### src/rtl/baud_pkg.sv
package baud_pkg;
  typedef enum logic {
    SER_IO   = 1'b0,
    SER_UART = 1'b1
  } ser_mode_e;
endpackage

### src/rtl/baud_prescaler.sv
module baud_prescaler #(
  parameter int NUM_TAPS = 4,
  parameter int TAP_STEP = 2,
  localparam int SEL_W   = $clog2(NUM_TAPS),
  localparam int CNT_W   = TAP_STEP * (NUM_TAPS - 1)
) (
  input  logic             clk_i,
  input  logic             rst_ni,
  input  logic [SEL_W-1:0] sel_i,
  output logic             tick_o
);
  logic [CNT_W-1:0]    cnt_q;
  logic [NUM_TAPS-1:0] taps;

  always_ff @(posedge clk_i or negedge rst_ni)
    if (!rst_ni) cnt_q <= '0;
    else         cnt_q <= cnt_q + CNT_W'(1);

  // tap i strobes once every 2**(i*TAP_STEP) clocks
  for (genvar i = 0; i < NUM_TAPS; i++) begin : g_tap
    if (i == 0) begin : g_direct
      assign taps[i] = 1'b1;
    end else begin : g_div
      assign taps[i] = &cnt_q[i*TAP_STEP-1:0];
    end
  end

  assign tick_o = taps[sel_i];

  assert_fastest_tap_R2: assert property (@(posedge clk_i) disable iff (!rst_ni)
    (sel_i == '0) |-> tick_o);
endmodule

### src/rtl/baud_ext_sync.sv
module baud_ext_sync #(
  parameter int SYNC_STAGES = 2
) (
  input  logic clk_i,
  input  logic rst_ni,
  input  logic ext_clk_i,
  output logic rise_o
);
  logic [SYNC_STAGES-1:0] sync_q;
  logic                   last_q;

  always_ff @(posedge clk_i or negedge rst_ni)
    if (!rst_ni) begin
      sync_q <= '0;
      last_q <= 1'b0;
    end else begin
      sync_q <= {sync_q[SYNC_STAGES-2:0], ext_clk_i};
      last_q <= sync_q[SYNC_STAGES-1];
    end

  assign rise_o = sync_q[SYNC_STAGES-1] & ~last_q;

  assert_single_edge_R8: assert property (@(posedge clk_i) disable iff (!rst_ni)
    rise_o |=> !rise_o);
endmodule

### src/rtl/baud_frac_div.sv
module baud_frac_div #(
  parameter int DIV_W  = 4,
  parameter int FRAC_W = 4,
  localparam int CNT_W = DIV_W + 2
) (
  input  logic              clk_i,
  input  logic              rst_ni,
  input  logic              en_i,
  input  logic [DIV_W-1:0]  n_i,
  input  logic [FRAC_W-1:0] k_i,
  input  logic              frac_en_i,
  input  logic              uart_i,
  output logic              tc_o
);
  logic              primed_q;
  logic              long_q;
  logic [CNT_W-1:0]  cnt_q, act_n_q, limit, n_eff;
  logic [FRAC_W-1:0] acc_q;
  logic [FRAC_W:0]   inc, sum;
  logic              frac_on, load;

  assign n_eff   = (n_i == '0) ? CNT_W'(2**DIV_W) : CNT_W'(n_i);
  assign frac_on = frac_en_i & uart_i;
  assign inc     = (FRAC_W+1)'(2**FRAC_W) - {1'b0, k_i};
  assign sum     = {1'b0, acc_q} + inc;
  assign limit   = act_n_q + CNT_W'(long_q);
  assign tc_o    = primed_q & en_i & (cnt_q == limit - CNT_W'(1));
  assign load    = ~primed_q | tc_o;

  // settings are captured only at a period boundary
  always_ff @(posedge clk_i or negedge rst_ni)
    if (!rst_ni) begin
      primed_q <= 1'b0;
      cnt_q    <= '0;
      act_n_q  <= '0;
      long_q   <= 1'b0;
      acc_q    <= '0;
    end else if (load) begin
      primed_q <= 1'b1;
      cnt_q    <= '0;
      act_n_q  <= n_eff;
      long_q   <= frac_on & sum[FRAC_W];
      acc_q    <= frac_on ? sum[FRAC_W-1:0] : '0;
    end else if (en_i) begin
      cnt_q    <= cnt_q + CNT_W'(1);
    end

  assert_cnt_in_range_R3: assert property (@(posedge clk_i) disable iff (!rst_ni)
    primed_q |-> (cnt_q < limit));
  assert_limit_bounds_R6: assert property (@(posedge clk_i) disable iff (!rst_ni)
    primed_q |-> (limit >= CNT_W'(1) && limit <= CNT_W'(2**DIV_W + 1)));
endmodule

### src/rtl/baud_post.sv
module baud_post #(
  parameter int OS_W = 4
) (
  input  logic clk_i,
  input  logic rst_ni,
  input  logic rate_en_i,
  input  logic uart_i,
  output logic os_tick_o,
  output logic bit_tick_o
);
  import baud_pkg::*;

  ser_mode_e       mode;
  logic [OS_W-1:0] os_cnt_q;
  logic            os_wrap;

  assign mode    = ser_mode_e'(uart_i);
  assign os_wrap = (os_cnt_q == '1);

  always_ff @(posedge clk_i or negedge rst_ni)
    if (!rst_ni) begin
      os_cnt_q   <= '0;
      os_tick_o  <= 1'b0;
      bit_tick_o <= 1'b0;
    end else begin
      os_tick_o  <= rate_en_i & (mode == SER_UART);
      bit_tick_o <= rate_en_i & ((mode == SER_IO) | os_wrap);
      if (mode == SER_IO)  os_cnt_q <= '0;
      else if (rate_en_i)  os_cnt_q <= os_cnt_q + OS_W'(1);
    end

  assert_bit_with_os_R11: assert property (@(posedge clk_i) disable iff (!rst_ni)
    (bit_tick_o && $past(uart_i)) |-> os_tick_o);
  assert_bit_spacing_R4: assert property (@(posedge clk_i) disable iff (!rst_ni)
    (bit_tick_o && uart_i) ##1 uart_i |-> !bit_tick_o);
  assert_os_quiet_io_R4: assert property (@(posedge clk_i) disable iff (!rst_ni)
    !$past(uart_i) |-> !os_tick_o);
endmodule

### src/rtl/frac_baud_gen.sv
module frac_baud_gen #(
  parameter int NUM_TAPS    = 4,
  parameter int TAP_STEP    = 2,
  parameter int DIV_W       = 4,
  parameter int FRAC_W      = 4,
  parameter int SYNC_STAGES = 2
) (
  input  logic                        clk_i,
  input  logic                        rst_ni,
  input  logic [$clog2(NUM_TAPS)-1:0] tap_sel_i,
  input  logic [DIV_W-1:0]            div_n_i,
  input  logic [FRAC_W-1:0]           frac_k_i,
  input  logic                        frac_en_i,
  input  logic                        uart_mode_i,
  input  logic                        ext_clk_sel_i,
  input  logic                        ext_clk_i,
  output logic                        os_tick_o,
  output logic                        bit_tick_o
);
  logic pre_tick, ext_rise, div_tc, rate_en;

  baud_prescaler #(.NUM_TAPS(NUM_TAPS), .TAP_STEP(TAP_STEP)) u_pre (
    .clk_i (clk_i), .rst_ni(rst_ni), .sel_i(tap_sel_i), .tick_o(pre_tick));

  baud_ext_sync #(.SYNC_STAGES(SYNC_STAGES)) u_ext (
    .clk_i (clk_i), .rst_ni(rst_ni), .ext_clk_i(ext_clk_i), .rise_o(ext_rise));

  baud_frac_div #(.DIV_W(DIV_W), .FRAC_W(FRAC_W)) u_div (
    .clk_i    (clk_i),
    .rst_ni   (rst_ni),
    .en_i     (pre_tick),
    .n_i      (div_n_i),
    .k_i      (frac_k_i),
    .frac_en_i(frac_en_i),
    .uart_i   (uart_mode_i),
    .tc_o     (div_tc));

  // external clock bypasses the N divider
  assign rate_en = ext_clk_sel_i ? ext_rise : div_tc;

  baud_post #(.OS_W(FRAC_W)) u_post (
    .clk_i     (clk_i),
    .rst_ni    (rst_ni),
    .rate_en_i (rate_en),
    .uart_i    (uart_mode_i),
    .os_tick_o (os_tick_o),
    .bit_tick_o(bit_tick_o));

  assert_ext_path_R9: assert property (@(posedge clk_i) disable iff (!rst_ni)
    ($past(ext_clk_sel_i) && !$past(uart_mode_i) && !$past(ext_rise)) |-> !bit_tick_o);
endmodule

### config.mk
export PLATFORM = sky130hd
export DESIGN_NAME = frac_baud_gen
export DESIGN_NICKNAME = d
export VERILOG_FILES = /design/src/rtl/baud_pkg.sv /design/src/rtl/baud_prescaler.sv /design/src/rtl/baud_ext_sync.sv /design/src/rtl/baud_frac_div.sv /design/src/rtl/baud_post.sv /design/src/rtl/frac_baud_gen.sv
export SDC_FILE = /design/constraint.sdc
export NUM_CORES = 1
export LEC_CHECK = 0
export CAP_MARGIN = 10
export CORE_MARGIN = 2
export CORE_UTILIZATION = 45
export DETAILED_ROUTE_END_ITERATION = 10
export HOLD_SLACK_MARGIN = 0.02
export PLACE_DENSITY = 0.69
export REMOVE_ABC_BUFFERS = 1
export SLEW_MARGIN = 25
export SYNTH_ARGS = -nofsm -noshare
export SYNTH_HDL_FRONTEND = slang
export SYNTH_SLANG_ARGS = --single-unit
### constraint.sdc
create_clock -name clk_i -period 3.1 [get_ports clk_i]
set_clock_uncertainty 0.2 [all_clocks]
set_input_delay 0.62 -clock clk_i [delete_from_list [all_inputs] [get_ports clk_i]]
set_output_delay 0.62 -clock clk_i [all_outputs]
set_load 0.05 [all_outputs]
# After elaboration in Yosys (flattened, before gate mapping)
# Index checks and enable logic that the tools add are counted.
[word_totals]
out_inout_bits = 2
word_cells = 48
ff_bits = 33
[classes]
muxes = 9
add_sub_neg = 7
order_cmp = 1
reduce_logical = 5
n_eq_ne = 3
bitwise_logic = 12
[op_table]
columns = ["cell", "count"]
rows = [
  ["6-bit by 1-bit adder with 6-bit output, second input constant", 2],
  ["4-bit 2-to-1 mux", 3],
  ["6-bit 2-to-1 mux", 2],
  ["1-bit AND", 7],
  ["6-bit by 1-bit adder with 6-bit output", 1],
  ["6-bit == test", 1],
  ["6-bit AND reduction", 1],
  ["6-bit by 1-bit subtractor with 6-bit output, second input constant", 1],
  ["4-bit by 5-bit adder with 5-bit output", 1],
  ["5-bit 2-to-1 mux", 1],
  ["5-bit by 4-bit subtractor with 5-bit output, first input constant", 1],
  ["4-bit by 1-bit adder with 4-bit output, second input constant", 1],
  ["4-bit == test, second input constant", 1],
  ["4-bit logical NOT", 1],
  ["4-bit AND reduction", 1],
  ["2-bit by 3-bit less-than comparator with 1-bit output, second input constant", 1],
  ["1-bit inverter", 3],
  ["1-bit binary-select mux with 2-bit select", 1],
  ["1-bit 2-to-1 mux", 2],
  ["2-bit by 1-bit inequality test with 1-bit output, second input constant", 1],
  ["1-bit OR", 2],
  ["2-bit AND reduction", 1],
  ["2-bit nonzero test", 1],
]

# Longest topological paths before layout
[logic_depth]
ltp_word = 8
depth_mapped = 10

# Modules after synthesis
# Synthesis repeated with hierarchy kept, for this count alone.
[unflattened]
cells_unflattened = 219
hier_area_um2 = 2048.2
[by_module_without_submodules]
columns = ["mod", "seq_area_each_um2", "area_each_um2", "instances", "cells_each"]
rows = [
  ["baud_frac_div", 425.4, 1415.1, 1, 170],
  ["baud_post", 150.1, 275.3, 1, 22],
  ["baud_prescaler", 150.1, 254.0, 1, 22],
  ["baud_ext_sync", 75.1, 88.8, 1, 4],
  ["frac_baud_gen", 0.0, 15.0, 1, 1],
]

# Least setup slack after synthesis
# Ideal clock, no wire load.
[synth_timing]
path_kind = "input port to flip-flop"
from = "input tap_sel_i[1]"
to = "register u_div.acc_q[0]"
stages = 7
arrival_ns = 2.078
required_time_ns = 2.775
path_buffers = 1
path_slack_ns = 0.697
setup_ns = 0.125
cell_sequence = "and2_1 a221oi_4 nor3b_2 nand2_2 o21ai_4 buf_8 mux2_4"
[synth_via]
elab_chain_cells = 5
[synth_rtl]
columns = ["element", "line_no", "rtl"]
rows = [
  ["start, declared", "frac_baud_gen.sv:10", "input logic [$clog2(NUM_TAPS)-1:0] tap_sel_i,"],
  ["1-bit binary-select mux with 2-bit select", "baud_prescaler.sv:28", "assign tick_o = taps[sel_i];"],
  ["1-bit 2-to-1 mux (not written as such)", "baud_prescaler.sv:28", ""],
  ["1-bit AND (2 in series)", "baud_frac_div.sv:27", "assign tc_o = primed_q & en_i & (cnt_q == limit - CNT_W'(1));"],
  ["1-bit OR", "baud_frac_div.sv:28", "assign load = ~primed_q | tc_o;"],
  ["end signal, assigned", "baud_frac_div.sv:43", "acc_q <= frac_on ? sum[FRAC_W-1:0] : '0;"],
  ["end, declared", "baud_frac_div.sv:18", "logic [FRAC_W-1:0] acc_q;"],
]
# No other way between the ends. The select of a mux whose other input is x is not followed.
# A chain may end at the register's enable or synchronous reset.

# Worst setup path after layout
[layout_timing]
from = "input tap_sel_i[1]"
to = "register u_div.act_n_q[4]"
[layout_via]
elab_chain_cells = 5
[layout_rtl]
columns = ["element", "line_no", "rtl"]
rows = [
  ["1-bit binary-select mux with 2-bit select", "baud_prescaler.sv:28", ""],
  ["1-bit 2-to-1 mux (not written as such)", "baud_prescaler.sv:28", ""],
  ["1-bit AND (2 in series)", "baud_frac_div.sv:27", ""],
  ["1-bit OR", "baud_frac_div.sv:28", ""],
  ["end signal, assigned", "baud_frac_div.sv:41", "act_n_q <= n_eff;"],
  ["end, declared", "baud_frac_div.sv:17", "logic [CNT_W-1:0] cnt_q, act_n_q, limit, n_eff;"],
]
# No other way between the ends. The select of a mux whose other input is x is not followed.

==> out/metrics.cfg <==
[outcome]
status=completed

[cts]
root_buffer=clkbuf_8
clk_pin_slew_ns=0.07
holdBufCountCts=0
cts_max_level=2
clockBufferDepth=2
clk_latency_ns=0.29
tritoncts=built
cts.sinks=32
cts_made_buffers=5
cts_setup_buffers=0
cts_resized=0

[critical_path]
arrival_ns=2.55
critPathLaunchType=primary input
endpoint=u_div.act_n_q[4]
cp.depth=7
rr_worst_depth=9
crit_path_start=tap_sel_i[1]
cpPeakStageDelay_ns=0.46
crit_fanout=7
r2r-start=u_div.long_q
critPathKind=in -> reg
critPathBufInv=1
timing.rr.end=u_div.act_n_q[4]
rrSetupSlack_ns=0.63
cp.required_ns=3.08
cp_cell_sequence=clkdlybuf4s50_1 > and2_1 > a221oi_4 > nor3b_2 > nand2_2 > o21ai_4 > mux2_2
cp-end-kind=register
cpMaxStageDelayCell=clkdlybuf4s50_1
cp_top_family=simple AND/OR/NAND/NOR gates

[detailed_routing]
num_vias=1093
first_pass_iters=4
viasPerCell=4.95
drt_iter0_drc=42
antenna_left=0
routed_wl_um=2830
route.detailed.drc=0
wire_per_inst_um=12.8

[grt]
grt_pass1_vias=1115
grt_antenna_before_repair=0
grt_pass1_wl_um=5110
grt_max_degree=33
globalRouteTotalUtil_pct=16.1
grt_overflow=0

[synthesis]
synth_warnings=0
yosysTopAreaCell=dfrtp_1
seq_area_frac_synth_pct=46.3
synth_cell_types=42
ys_top_cells_by_area=dfrtp_1 (46%), mux2_4 (7.0%), ha_1 (6.5%), xnor2_1 (5.1%), xor2_1 (3.5%)
syn_area_per_cell_um2=11.8
syn_area_um2=1730
netlist_instances=147
ys_ff_latch=32
synth_top_area_share_pct=46.3

[die]
dieWidth_um=66.0
die_y_um=66.0
core_um2=3690
ios=18
start_util_pct=46.8
rows=22
die-area_um2=4350

[cells_and_area]
antennaDiodeCount=0
area_growth_pct=20.9
stdcell_area_um2=2090
multi_input_area_um2=875
seqCellArea_um2=801
layout.nets=198
layout.cells.non_filler=221
layout-drive-gt1-share_pct=17.9
nFillCells=305

[sta]
hold_viol_final=0
slew_violations=0
min_period_ns=2.58
fmax_ghz=0.388
setup_viol=0
min_period_over_period_pct=83.1
rsz0062_at_grt=no
setup-tns-final_ns=0

[placed_design]
portBuffers=17
placed_cell_area_um2=1960
place.gp.congestion=0.830
dp.cells=213
dp_hpwl_um=2150

[power_and_ir_drop]
combPwrFrac_pct=15.3
p_per_area_nw_per_um2=506
switchingPower_mw=0.247
p_int_mw=0.810
power_mw=1.06
sw_frac_of_total_pct=23.4
p_leak_nw=0.973
pwr-share-seq_pct=43.2
peakVddDrop_mv=0.379
p_clk_share_pct=41.5

[worst_hold_path]
worstHoldPathType=reg -> reg

[job]
cap_violations=0

power groups by stage:
stage                     logic [mW]  clock network (mW)  registers (mW)
after floorplan                0.107                   0           0.462
after global placement         0.155                   0           0.463
after detailed placement       0.163                   0           0.464
after CTS                      0.163               0.446           0.457
after global routing           0.181               0.464           0.460
final                          0.161               0.439           0.457
metal layers:
| metal | GRT usage [%] | vias to the layer above | share of wire (%) |
|---|---|---|---|
| met5 | 0 | - | 0 |
| met4 | 8.42 | 0 | 2.1 |
| met3 | 5.11 | 6 | 4.3 |
| met2 | 24.5 | 16 | 49 |
| met1 | 20.3 | 524 | 45 |
| li1 | - | 547 | - |
state kept, by name (all words and copies together), names as in the netlist:
| signal | flops |
|---|---|
| u_ext.sync_q | 2 |
| u_post.os_cnt_q | 4 |
| u_div.primed_q | 1 |
| u_div.act_n_q | 5 |
| u_ext.last_q | 1 |
| u_div.cnt_q | 6 |
| u_post.bit_tick_o | 1 |
| u_post.os_tick_o | 1 |
| u_div.acc_q | 4 |
| u_pre.cnt_q | 6 |
| u_div.long_q | 1 |
cells in the mapped netlist, drive strengths merged:
cell     count
dfrtp       32
nor2        12
mux2        10
nand2       10
xnor2       10
ha           9
inv          9
xor2         7
mux2i        5
nand3        5
a21oi        4
nand2b       3
nor2b        3
a21o         2
and2         2
and3         2
nor3b        2
o21ai        2
a21boi       1
a221oi       1
a31o         1
a31oi        1
and2b        1
and3b        1
and4         1
and4bb       1
buf          1
clkbuf       1
conb         1
fa           1
nand3b       1
nand4        1
nand4bb      1
nor4         1
o21a         1
or3          1
area by class of cell:
class	instances	area share, %
tap	48	2.88
inverter	9	1.62
clock inverter	1	1.44
timing repair buffer	20	9.23
multi-input combinational	104	41.9
clock buffer	7	4.61
sequential	32	38.3
how the worst min path moves through the flow:
stage                            endpoint  slack, ns  cells after the start             from
final                     u_ext.sync_q[1]       0.16                      0  u_ext.sync_q[0]
after global routing      u_ext.sync_q[1]       0.17                      0  u_ext.sync_q[0]
after CTS                 u_ext.sync_q[1]       0.16                      0  u_ext.sync_q[0]
after detailed placement  u_ext.sync_q[1]       0.14                      0  u_ext.sync_q[0]
after global placement    u_ext.sync_q[1]       0.14                      0  u_ext.sync_q[0]
after floorplan            u_div.acc_q[0]       0.12                      0           rst_ni
through the flow:
step                      utilization [%]  worst slack, ns  hold WS (ns)
final                                56.6            0.524         0.159
after global routing                 56.6            0.393         0.171
after CTS                            56.6            0.510         0.162
after detailed placement             53.2            0.205         0.140
after global placement               53.2            0.241         0.143
after floorplan                         -            0.634         0.124
cells by family after synthesis:
family	count (synthesis)	synth area share [%]
simple gates	48	16.0
flops	32	46.3
xor+xnor	17	8.62
mux	15	11.2
compound gates	13	6.95
buf+inv	11	3.04
fa+ha+maj	10	7.68
other cells	1	0.217
placed cells by master, fill, tap and decap left out, drive strengths merged, types with 3 or more instances in the layout:
| cell type | netlist | final |
|---|---|---|
| a21oi | 4 | 4 |
| buf | 1 | 3 |
| clkbuf | 1 | 7 |
| clkdlybuf4s50 | 0 | 17 |
| dfrtp | 32 | 32 |
| ha | 9 | 9 |
| inv | 9 | 9 |
| mux2 | 10 | 10 |
| mux2i | 5 | 5 |
| nand2 | 10 | 10 |
| nand2b | 3 | 3 |
| nand3 | 5 | 5 |
| nor2 | 12 | 12 |
| nor2b | 3 | 3 |
| xnor2 | 10 | 10 |
| xor2 | 7 | 7 |
Power figures use the tool's default switching activity.
